===== src/rtl/rr_ring_pkg.sv =====
package rr_ring_pkg;

  typedef enum logic [1:0] {
    ST_ISSUE = 2'd0,
    ST_PASS  = 2'd1,
    ST_CLOSE = 2'd2,
    ST_WAIT  = 2'd3
  } cell_st_e;

  localparam int unsigned ST_BITS = 2;

  function automatic int unsigned ring_next(input int unsigned idx, input int unsigned n);
    return (idx + 1) % n;
  endfunction

  function automatic int unsigned ring_prev(input int unsigned idx, input int unsigned n);
    return (idx + n - 1) % n;
  endfunction

endpackage


===== src/rtl/rr_link.sv =====
module rr_link (
  input  logic up_offer,
  input  logic up_en,
  input  logic dn_ready,
  input  logic dn_en,
  output logic go
);

  always_comb begin
    go = up_offer && dn_ready && up_en && dn_en;
  end

endmodule


===== src/rtl/rr_cell.sv =====
module rr_cell
  import rr_ring_pkg::*;
#(
  parameter bit IS_HEAD = 1'b0
) (
  input  logic       clk,
  input  logic       rst_n,
  input  logic       adv_en,
  input  logic       give_go,
  input  logic       take_go,
  output logic [1:0] state_o,
  output logic       start_o,
  output logic       finish_o,
  output logic       offer_o,
  output logic       ready_o
);

  localparam cell_st_e RST_ST = IS_HEAD ? ST_ISSUE : ST_WAIT;

  cell_st_e st_q;
  cell_st_e st_d;

  always_comb begin
    st_d = st_q;
    unique case (st_q)
      ST_ISSUE: if (adv_en)  st_d = ST_PASS;
      ST_PASS:  if (give_go) st_d = ST_CLOSE;
      ST_CLOSE: if (adv_en)  st_d = ST_WAIT;
      ST_WAIT:  if (take_go) st_d = ST_ISSUE;
      default:               st_d = RST_ST;
    endcase
  end

  always_ff @(posedge clk or negedge rst_n) begin
    if (!rst_n) st_q <= RST_ST;
    else        st_q <= st_d;
  end

  always_comb begin
    start_o  = (st_q == ST_ISSUE) && adv_en;
    finish_o = (st_q == ST_CLOSE) && adv_en;
    offer_o  = (st_q == ST_PASS);
    ready_o  = (st_q == ST_WAIT);
    state_o  = st_q;
  end

endmodule


===== src/rtl/rr_ring_sched.sv =====
module rr_ring_sched
  import rr_ring_pkg::*;
#(
  parameter int unsigned N_CELLS = 4
) (
  input  logic                         clk,
  input  logic                         rst_n,
  input  logic [N_CELLS-1:0]           adv_en,
  output logic [N_CELLS-1:0]           start_o,
  output logic [N_CELLS-1:0]           finish_o,
  output logic [ST_BITS*N_CELLS-1:0]   state_o
);

  logic [N_CELLS-1:0] offer;
  logic [N_CELLS-1:0] ready;
  logic [N_CELLS-1:0] hs_go;

  for (genvar i = 0; i < N_CELLS; i++) begin : g_ring
    localparam int unsigned NXT = ring_next(i, N_CELLS);
    localparam int unsigned PRV = ring_prev(i, N_CELLS);

    rr_cell #(.IS_HEAD(i == 0)) u_cell (
      .clk      (clk),
      .rst_n    (rst_n),
      .adv_en   (adv_en[i]),
      .give_go  (hs_go[i]),
      .take_go  (hs_go[PRV]),
      .state_o  (state_o[ST_BITS*i +: ST_BITS]),
      .start_o  (start_o[i]),
      .finish_o (finish_o[i]),
      .offer_o  (offer[i]),
      .ready_o  (ready[i])
    );

    rr_link u_link (
      .up_offer (offer[i]),
      .up_en    (adv_en[i]),
      .dn_ready (ready[NXT]),
      .dn_en    (adv_en[NXT]),
      .go       (hs_go[i])
    );
  end

endmodule


===== config.mk =====
export PLATFORM = sky130hd
export DESIGN_NAME = rr_ring_sched
export DESIGN_NICKNAME = d
export VERILOG_FILES = /design/src/rtl/rr_ring_pkg.sv /design/src/rtl/rr_link.sv /design/src/rtl/rr_cell.sv /design/src/rtl/rr_ring_sched.sv
export SDC_FILE = /design/constraint.sdc
export NUM_CORES = 1
export LEC_CHECK = 0
export CAP_MARGIN = 25
export CORE_MARGIN = 3
export CORE_UTILIZATION = 50
export CTS_CLUSTER_SIZE = 12
export DETAILED_ROUTE_END_ITERATION = 7
export PLACE_DENSITY_LB_ADDON = 0.05
export SYNTH_ARGS = -nofsm -noshare
export SYNTH_HDL_FRONTEND = slang
export SYNTH_SLANG_ARGS = --single-unit

===== constraint.sdc =====
create_clock -name clk -period 2.15 [get_ports clk]
set_input_delay 0.3225 -clock clk [delete_from_list [all_inputs] [get_ports clk]]
set_output_delay 0.3225 -clock clk [all_outputs]
set_load 0.05 [all_outputs]

# Yosys cells after proc, flatten, opt, wreduce, memory -nomap -nowiden
# Cells that the tools add are included.
[op_classes]
mux = 20
n_reduce_logical = 28
eq_ne = 28
[ops]
columns = ["op", "n"]
rows = [
  ["$mux W2", 16],
  ["$ne A2 B2 Y1 const B", 16],
  ["$pmux W2 S4", 4],
  ["$logic_and A1 B1 Y1", 20],
  ["$eq A2 B2 Y1 const B", 8],
  ["$reduce_and A4 Y1", 4],
  ["$eq A2 B1 Y1 const B", 4],
  ["$logic_not A2 Y1", 4],
]
[totals]
input_bits = 6
register_bits = 8

# Depth between registers and ports, before layout
# Gate-level depths: netlist of run 1.
[depth]
ltp_word = 6
depth_mapped = 6

# Cells and area by module
# Synthesis of run 1 repeated with hierarchy kept, for this count alone.
[unflattened]
hier_cells = 72
area_unflattened_um2 = 783.3
[by_module_without_submodules]
columns = ["mod", "n_inst", "seq_area_each_um2", "area_per_inst_um2", "cells_per_inst"]
rows = [
  ["rr_cell (g_ring[1].u_cell ...)", 3, 52.6, 187.7, 17],
  ["rr_cell (g_ring[0].u_cell)", 1, 50.0, 185.2, 17],
  ["rr_link", 4, 0.0, 8.8, 1],
]

# Worst setup path after synthesis of run 1
# OpenSTA, ideal clock, no wires.
[synth_path]
path_kind = "reg-to-reg"
startpoint = "register g_ring[0].u_cell.st_q[1]"
endpoint = "register g_ring[3].u_cell.st_q[1]"
n_path_buf = 0
stages_incl_launch_ff = 6
t_required_ps = 2065
path_slack_ps = 437
setup_time_ps = 85
arrival_time_ps = 1628
cell_sequence = "dfrtp_1 ha_1 nand3_2 a22oi_2 o21ai_1 mux2_1"
[synth_between]
elab_chain_cells = 6
[synth_lines]
columns = ["element", "line_no", "source"]
rows = [
  ["start: declaration", "rr_cell.sv:20", "cell_st_e st_q;"],
  ["start signal: assignment", "rr_cell.sv:36", "else st_q <= st_d;"],
  ["$eq A2 B2 Y1", "rr_cell.sv:43", "ready_o = (st_q == ST_WAIT);"],
  ["$logic_and A1 B1 Y1 (3 in series)", "rr_link.sv:10", "go = up_offer && dn_ready && up_en && dn_en;"],
  ["$ne A2 B2 Y1 (no line)", "-", ""],
  ["$reduce_and A4 Y1 (no line)", "-", ""],
  ["end signal: assignment", "rr_cell.sv:36", ""],
  ["end: declaration", "rr_cell.sv:20", ""],
]
# No other way between the ends.
# A chain may end at the register's enable or synchronous reset.

# Worst setup path in the final report of run 1
[layout_path]
startpoint = "register g_ring[3].u_cell.st_q[0]"
endpoint = "output port state_o[6]"
[layout_lines]
columns = ["element", "line_no", "source"]
rows = [
  ["end: declaration", "rr_ring_sched.sv:11", "output logic [ST_BITS*N_CELLS-1:0] state_o"],
]
# No word-level cell between the ends.

==> flow_summary.json, run 1 <==
{
  "status": "complete, no violations",
  "yosysUniqueCellTypes": 23,
  "vias_per_cell": 5.12,
  "hold_violations": 0,
  "path_class": "register to output pin",
  "htreeDepth": 1,
  "period_needed_ns": 1.96,
  "arrival_ns": 1.64,
  "ctsResizeCount": 0,
  "largest_reg_flops": 8,
  "top_level_ports": 22,
  "finalSetupViolations": 0,
  "post_drt_wl_per_cell_um": 12.0,
  "critPathRequiredTime_ns": 1.83,
  "crit_start": "g_ring[3].u_cell.state_o[0]",
  "critPathCaptureType": "output pin",
  "ys_seq_elements": 8,
  "multiInputGateArea_um2": 494,
  "antenna_found_initial": 0,
  "drt-initial-drc-count": 1,
  "setup_tns_ns": 0,
  "ys_warn_count": 0,
  "rsz0062_at_grt": "false",
  "crit_slowest_cell": "clkdlybuf4s50_1",
  "cts_tree": "done",
  "yosysTopAreaCell": "ha_1",
  "cpPeakStageDelay_ns": 0.81,
  "cts_sinks": 8,
  "layout.nets": 127,
  "r2r_end": "g_ring[2].u_cell.state_o[1]",
  "drc": 0,
  "cts_buffers": 3,
  "relSlewSlack_pct": 67.0,
  "synthTopCellsByArea": "ha_1 (25%), dfstp_2 (20%), buf_4 (7.5%)",
  "syn_inst": 88,
  "crit_family": "buffers and inverters",
  "io_buffers": 21,
  "gp_congestion": 0.714,
  "dp_hpwl_um": 1150,
  "path_cells": "clkdlybuf4s50_1",
  "ys_seq_area_share_pct": 26.1,
  "grtUsageTotal_pct": 16.2,
  "seq_area_um2": 208,
  "detailedRoute.firstPassIterationCount": 4,
  "holdBufCountCts": 0,
  "num_vias": 609,
  "antenna_left": 0,
  "core_um2": 1400,
  "max-cap-violations": 0,
  "nFillCells": 114,
  "skew_ns": 0.0115,
  "n_antenna_cell": 0,
  "syn_avg_cell_area_um2": 9.06,
  "first_global_vias": 595,
  "syn2layout_area_growth_pct": 33.9,
  "clk_pin_slew_ns": 0.07,
  "grt_max_degree": 10,
  "synthesis.nets": 110,
  "drt-total-wl_um": 1430,
  "worst-path-buf-inv": 1,
  "fp.dieW_um": 45.9,
  "rr_startpoint": "g_ring[3].u_cell.state_o[0]",
  "drive_gt1_share_pct": 25.0,
  "reg2reg_setup_slack_ns": 0.52,
  "tightest_slew_ns": 0.494,
  "cp_max_fo": 5,
  "root_buffer": "clkbuf_4",
  "hp-class": "input pin to async pin",
  "grt_pass1_wl_um": 2470,
  "reg2regPathDepth": 5,
  "netlist_area_um2": 797,
  "fp-row-count": 13,
  "startpoint_type": "register",
  "layout_worst_path_cycle_share_pct": 91.3,
  "fp.dieArea_um2": 2110,
  "postCtsSetupBuffers": 0,
  "fmax_ghz": 0.510,
  "drv_slew": 0,
  "insertion_delay_ns": 0.26,
  "die_y_um": 45.9,
  "start_util_pct": 57.0,
  "cts_buffer_depth": 2,
  "grt-ovfl-total": 0,
  "synth_top_area_share_pct": 25.1
}
## cell usage in the layout (no fill, tap or decap), types with 3 or more instances in the layout
cell,synthesis,layout
nand2_1,8,8
and2_1,6,6
a21oi_1,5,5
inv_1,8,8
dfstp_2,6,6
clkbuf_4,0,3
buf_12,0,8
nor2_1,4,4
nand3_1,6,6
ha_1,16,16
clkdlybuf4s50_1,0,13
## synthesized netlist by cell type
library cell	number
or2_2	1
nor2_1	4
nand3_1	6
mux2_1	2
mux2_2	1
a21oi_1	5
buf_4	8
inv_1	8
nand3_2	2
ha_1	16
and2_2	2
a22oi_2	2
and2_1	6
mux2i_1	1
dfrtp_1	2
a22oi_1	1
nand2_1	8
buf_2	1
dfstp_2	6
o21ai_1	2
a31o_2	1
o211ai_1	1
a31oi_1	2
## cells by family after synthesis
family                   synth area share (%)
AND/OR/NAND/NOR                          19.3
multiplexers                             5.49
AO/OA/AOI/OAI                            12.1
flip-flops                               26.1
adder cells (fa/ha/maj)                  25.1
buffers and inverters                    11.9
## cell type report
| class | count | area share, % |
|---|---|---|
| multi-input cells | 63 | 46.3 |
| repair buffers | 21 | 27.2 |
| flip-flops and latches | 8 | 19.5 |
| inverters | 8 | 2.81 |
| clock buffers | 4 | 2.46 |
| well taps | 15 | 1.76 |
## worst max path at each step
stage	slack [ns]	cells past startpoint	end
floorplan	0.44	5	g_ring[3].u_cell.state_o[1]
global placement	0.33	5	g_ring[0].u_cell.state_o[1]
detailed placement	0.31	5	g_ring[0].u_cell.state_o[1]
CTS	0.17	1	state_o[6]
global route	0.14	1	state_o[7]
finish	0.19	1	state_o[6]
## metrics by stage
step	util (%)	area [µm²]	std cells	worst slack, ns	hold WS, ns
6_report	76.3	1070	119	0.188	0.346
5_1_grt	76.3	1070	119	0.141	0.354
4_1_cts	76.3	1070	119	0.169	0.345
3_5_place_dp	74.4	1040	115	0.313	0.557
3_3_place_gp	74.4	1040	115	0.327	0.539
2_1_floorplan	-	797	88	0.437	0.0269
## layer usage
metal  vias up  wire (µm)  global-route usage (%)
li1        319          -                       -
met5         -          0                       0
met1       275        660                    20.4
met4         0         13                    8.52
met2        13        677                    26.4
met3         2         79                    2.37
Power of run 1 is not shown: default switching activity piles up to over one toggle a cycle in this logic, so the estimate is an artifact.
==> run 2, diff against run 1 <==
- CTS_CLUSTER_SIZE: 12 -> 20
==> results of run 2 <==
Final layout, timing and power as in run 1 (identical DEF).
Power of run 2 is left out for the same reason.
==> run 3, diff against run 2 <==
- CORE_ASPECT_RATIO: not set -> 1.25
- CORE_UTILIZATION: 50 -> 42
- clock period: 2.15 -> 1.7 ns (I/O delays scaled with it)
==> run 3 against run 2 <==
Against the previous run: final cell count is 14% higher; sequential share of layout area down 2.6 points; first-iteration DRC count increased to 16 times the previous value; count of clock-buffer cells in the layout unchanged; hold slack worse by 0.069 ns; core utilization down 6.3 points; flip-flop and latch count unchanged; clock skew shrank 0.011 ns; wire length rose by 18%; critical path depth grew 3; register-to-register slack got worse by 0.45 ns; non-clock buffer count up 13; critical path type unchanged; critical endpoint is now finish_o[3].
==> flow_summary.json, run 3 (synthesis gave the netlist of run 1 again) <==
{
  "n_antenna_cell": 0,
  "status": "complete, no violations",
  "grt-ovfl-total": 0,
  "period_needed_ns": 1.66,
  "grt_max_degree": 9,
  "fin_util_pct": 70.0,
  "reg2regPathDepth": 6,
  "vias_per_cell": 5.07,
  "crit_family": "flip-flops",
  "worst-path-buf-inv": 2,
  "antenna_left": 0,
  "cts_sinks": 8,
  "post_drt_wl_per_cell_um": 12.4,
  "hp-class": "input pin to async pin",
  "first_global_vias": 616,
  "place_area_um2": 1140,
  "fp-row-count": 17,
  "gp_congestion": 0.776,
  "syn2layout_area_growth_pct": 56.8,
  "layout_commonest_cell": "buf_4",
  "crit_slowest_cell": "dfstp_2",
  "arrival_ns": 1.41,
  "critPathCaptureType": "output pin",
  "largest_reg_flops": 8,
  "path_class": "register to output pin",
  "dp_hpwl_um": 1210,
  "fp.dieArea_um2": 2460,
  "drive_gt1_share_pct": 45.3,
  "core_um2": 1790,
  "insertion_delay_ns": 0.26,
  "fmax_ghz": 0.602,
  "detailedRoute.firstPassIterationCount": 4,
  "drv_slew": 0,
  "antenna_found_initial": 0,
  "fin_area_um2": 1250,
  "cp_max_fo": 4,
  "r2r_end": "g_ring[3].u_cell.state_o[1]",
  "fin_ws_ns": 0.0391,
  "root_buffer": "clkbuf_4",
  "top_level_ports": 22,
  "reg2reg_setup_slack_ns": 0.07,
  "start_util_pct": 44.6,
  "die_y_um": 54.7,
  "layout_common_cells": "buf_4 (15), ha_1 (14), buf_12 (14)",
  "drt-initial-drc-count": 16,
  "max-cap-violations": 0,
  "critPathRequiredTime_ns": 1.44,
  "cts_buffers": 3,
  "startpoint_type": "register",
  "tightest_slew_ns": 0.375,
  "relSlewSlack_pct": 74.9,
  "cpPeakStageDelay_ns": 0.56,
  "drt-total-wl_um": 1690,
  "holdBufCountCts": 0,
  "cts_buffer_depth": 2,
  "io_buffers": 21,
  "grtUsageTotal_pct": 15.4,
  "finalSetupViolations": 0,
  "layout.nets": 140,
  "clk_pin_slew_ns": 0.06,
  "fp.dieW_um": 45.0,
  "post-place-ws_ns": -0.000286,
  "path_cells": "inv_1 -> ha_1 -> and2_1 -> buf_12",
  "rr_startpoint": "g_ring[2].u_cell.state_o[0]",
  "hold_violations": 0,
  "num_vias": 689,
  "grt_pass1_wl_um": 2650,
  "setup_tns_ns": 0,
  "cts_tree": "done",
  "crit_start": "g_ring[3].u_cell.state_o[0]",
  "drc": 0,
  "skew_ns": 0.000592,
  "layout_worst_path_cycle_share_pct": 97.7,
  "htreeDepth": 1
}
[run 3: cell count changes in the layout (fill, tap and decap cells not counted)]
cell | before | now
buf_12 | 8 | 14
buf_4 | 0 | 15
ha_1 | 16 | 14
ha_4 | 0 | 1
dfrtp_1 | 2 | 0
and2_4 | 0 | 1
a22oi_2 | 2 | 3
and2_1 | 6 | 5
dfrtp_2 | 0 | 2
a22oi_1 | 1 | 0
ha_2 | 0 | 1
clkdlybuf4s50_1 | 13 | 5
[run 3: worst register-to-register path, cell delays in order, from the launching register on]
cell and delay [ns]:
dfstp_2 0.52, buf_4 0.13, ha_1 0.22, nand3_1 0.10, a22oi_2 0.15, o21ai_1 0.11
mux2_1 0.32
[run 3: layout make-up]
type,count,area (µm²)
Sequential cell,8,210
Inverter,8,30.0
Fill cell,143,537
Clock buffer,4,26.3
Multi-Input combinational cell,63,517
Tap cell,19,23.8
Timing Repair Buffer,34,443
[run 3: repair_timing]
action                                  in CTS  in global routing
gates resized for setup                      0                  2
pin swaps                                    0                  2
setup buffers                                8                  2
endpoints found under the setup margin       6                  3
[run 3: worst max path at each step]
stage / endpoint / slack, ns / depth (start not counted)
CTS: start_o[3] / 0.003 / 4
global placement: g_ring[0].u_cell.state_o[1] / 0.02 / 5
finish: finish_o[3] / 0.04 / 4
detailed placement: g_ring[0].u_cell.state_o[1] / -0.0003 / 5
floorplan: g_ring[0].u_cell.state_o[1] / 0.008 / 5
global route: finish_o[3] / -0.005 / 4
[run 3: layer usage]
layer  global-route usage (%)  part of all wire (%)  vias up
met5                        0                     0        -
met4                     11.7                   2.8        0
met3                     3.29                   4.0        4
met2                     25.9                    53       16
met1                     16.7                    40      324
li1                         -                     -      345
[run 3: per-stage QoR]
stage,hold slack (ns),cells
2_1_floorplan,-0.0406,88
3_3_place_gp,0.541,122
3_5_place_dp,0.554,122
4_1_cts,0.283,134
5_1_grt,0.291,136
6_report,0.277,136
Power of run 3 is left out for the same reason.
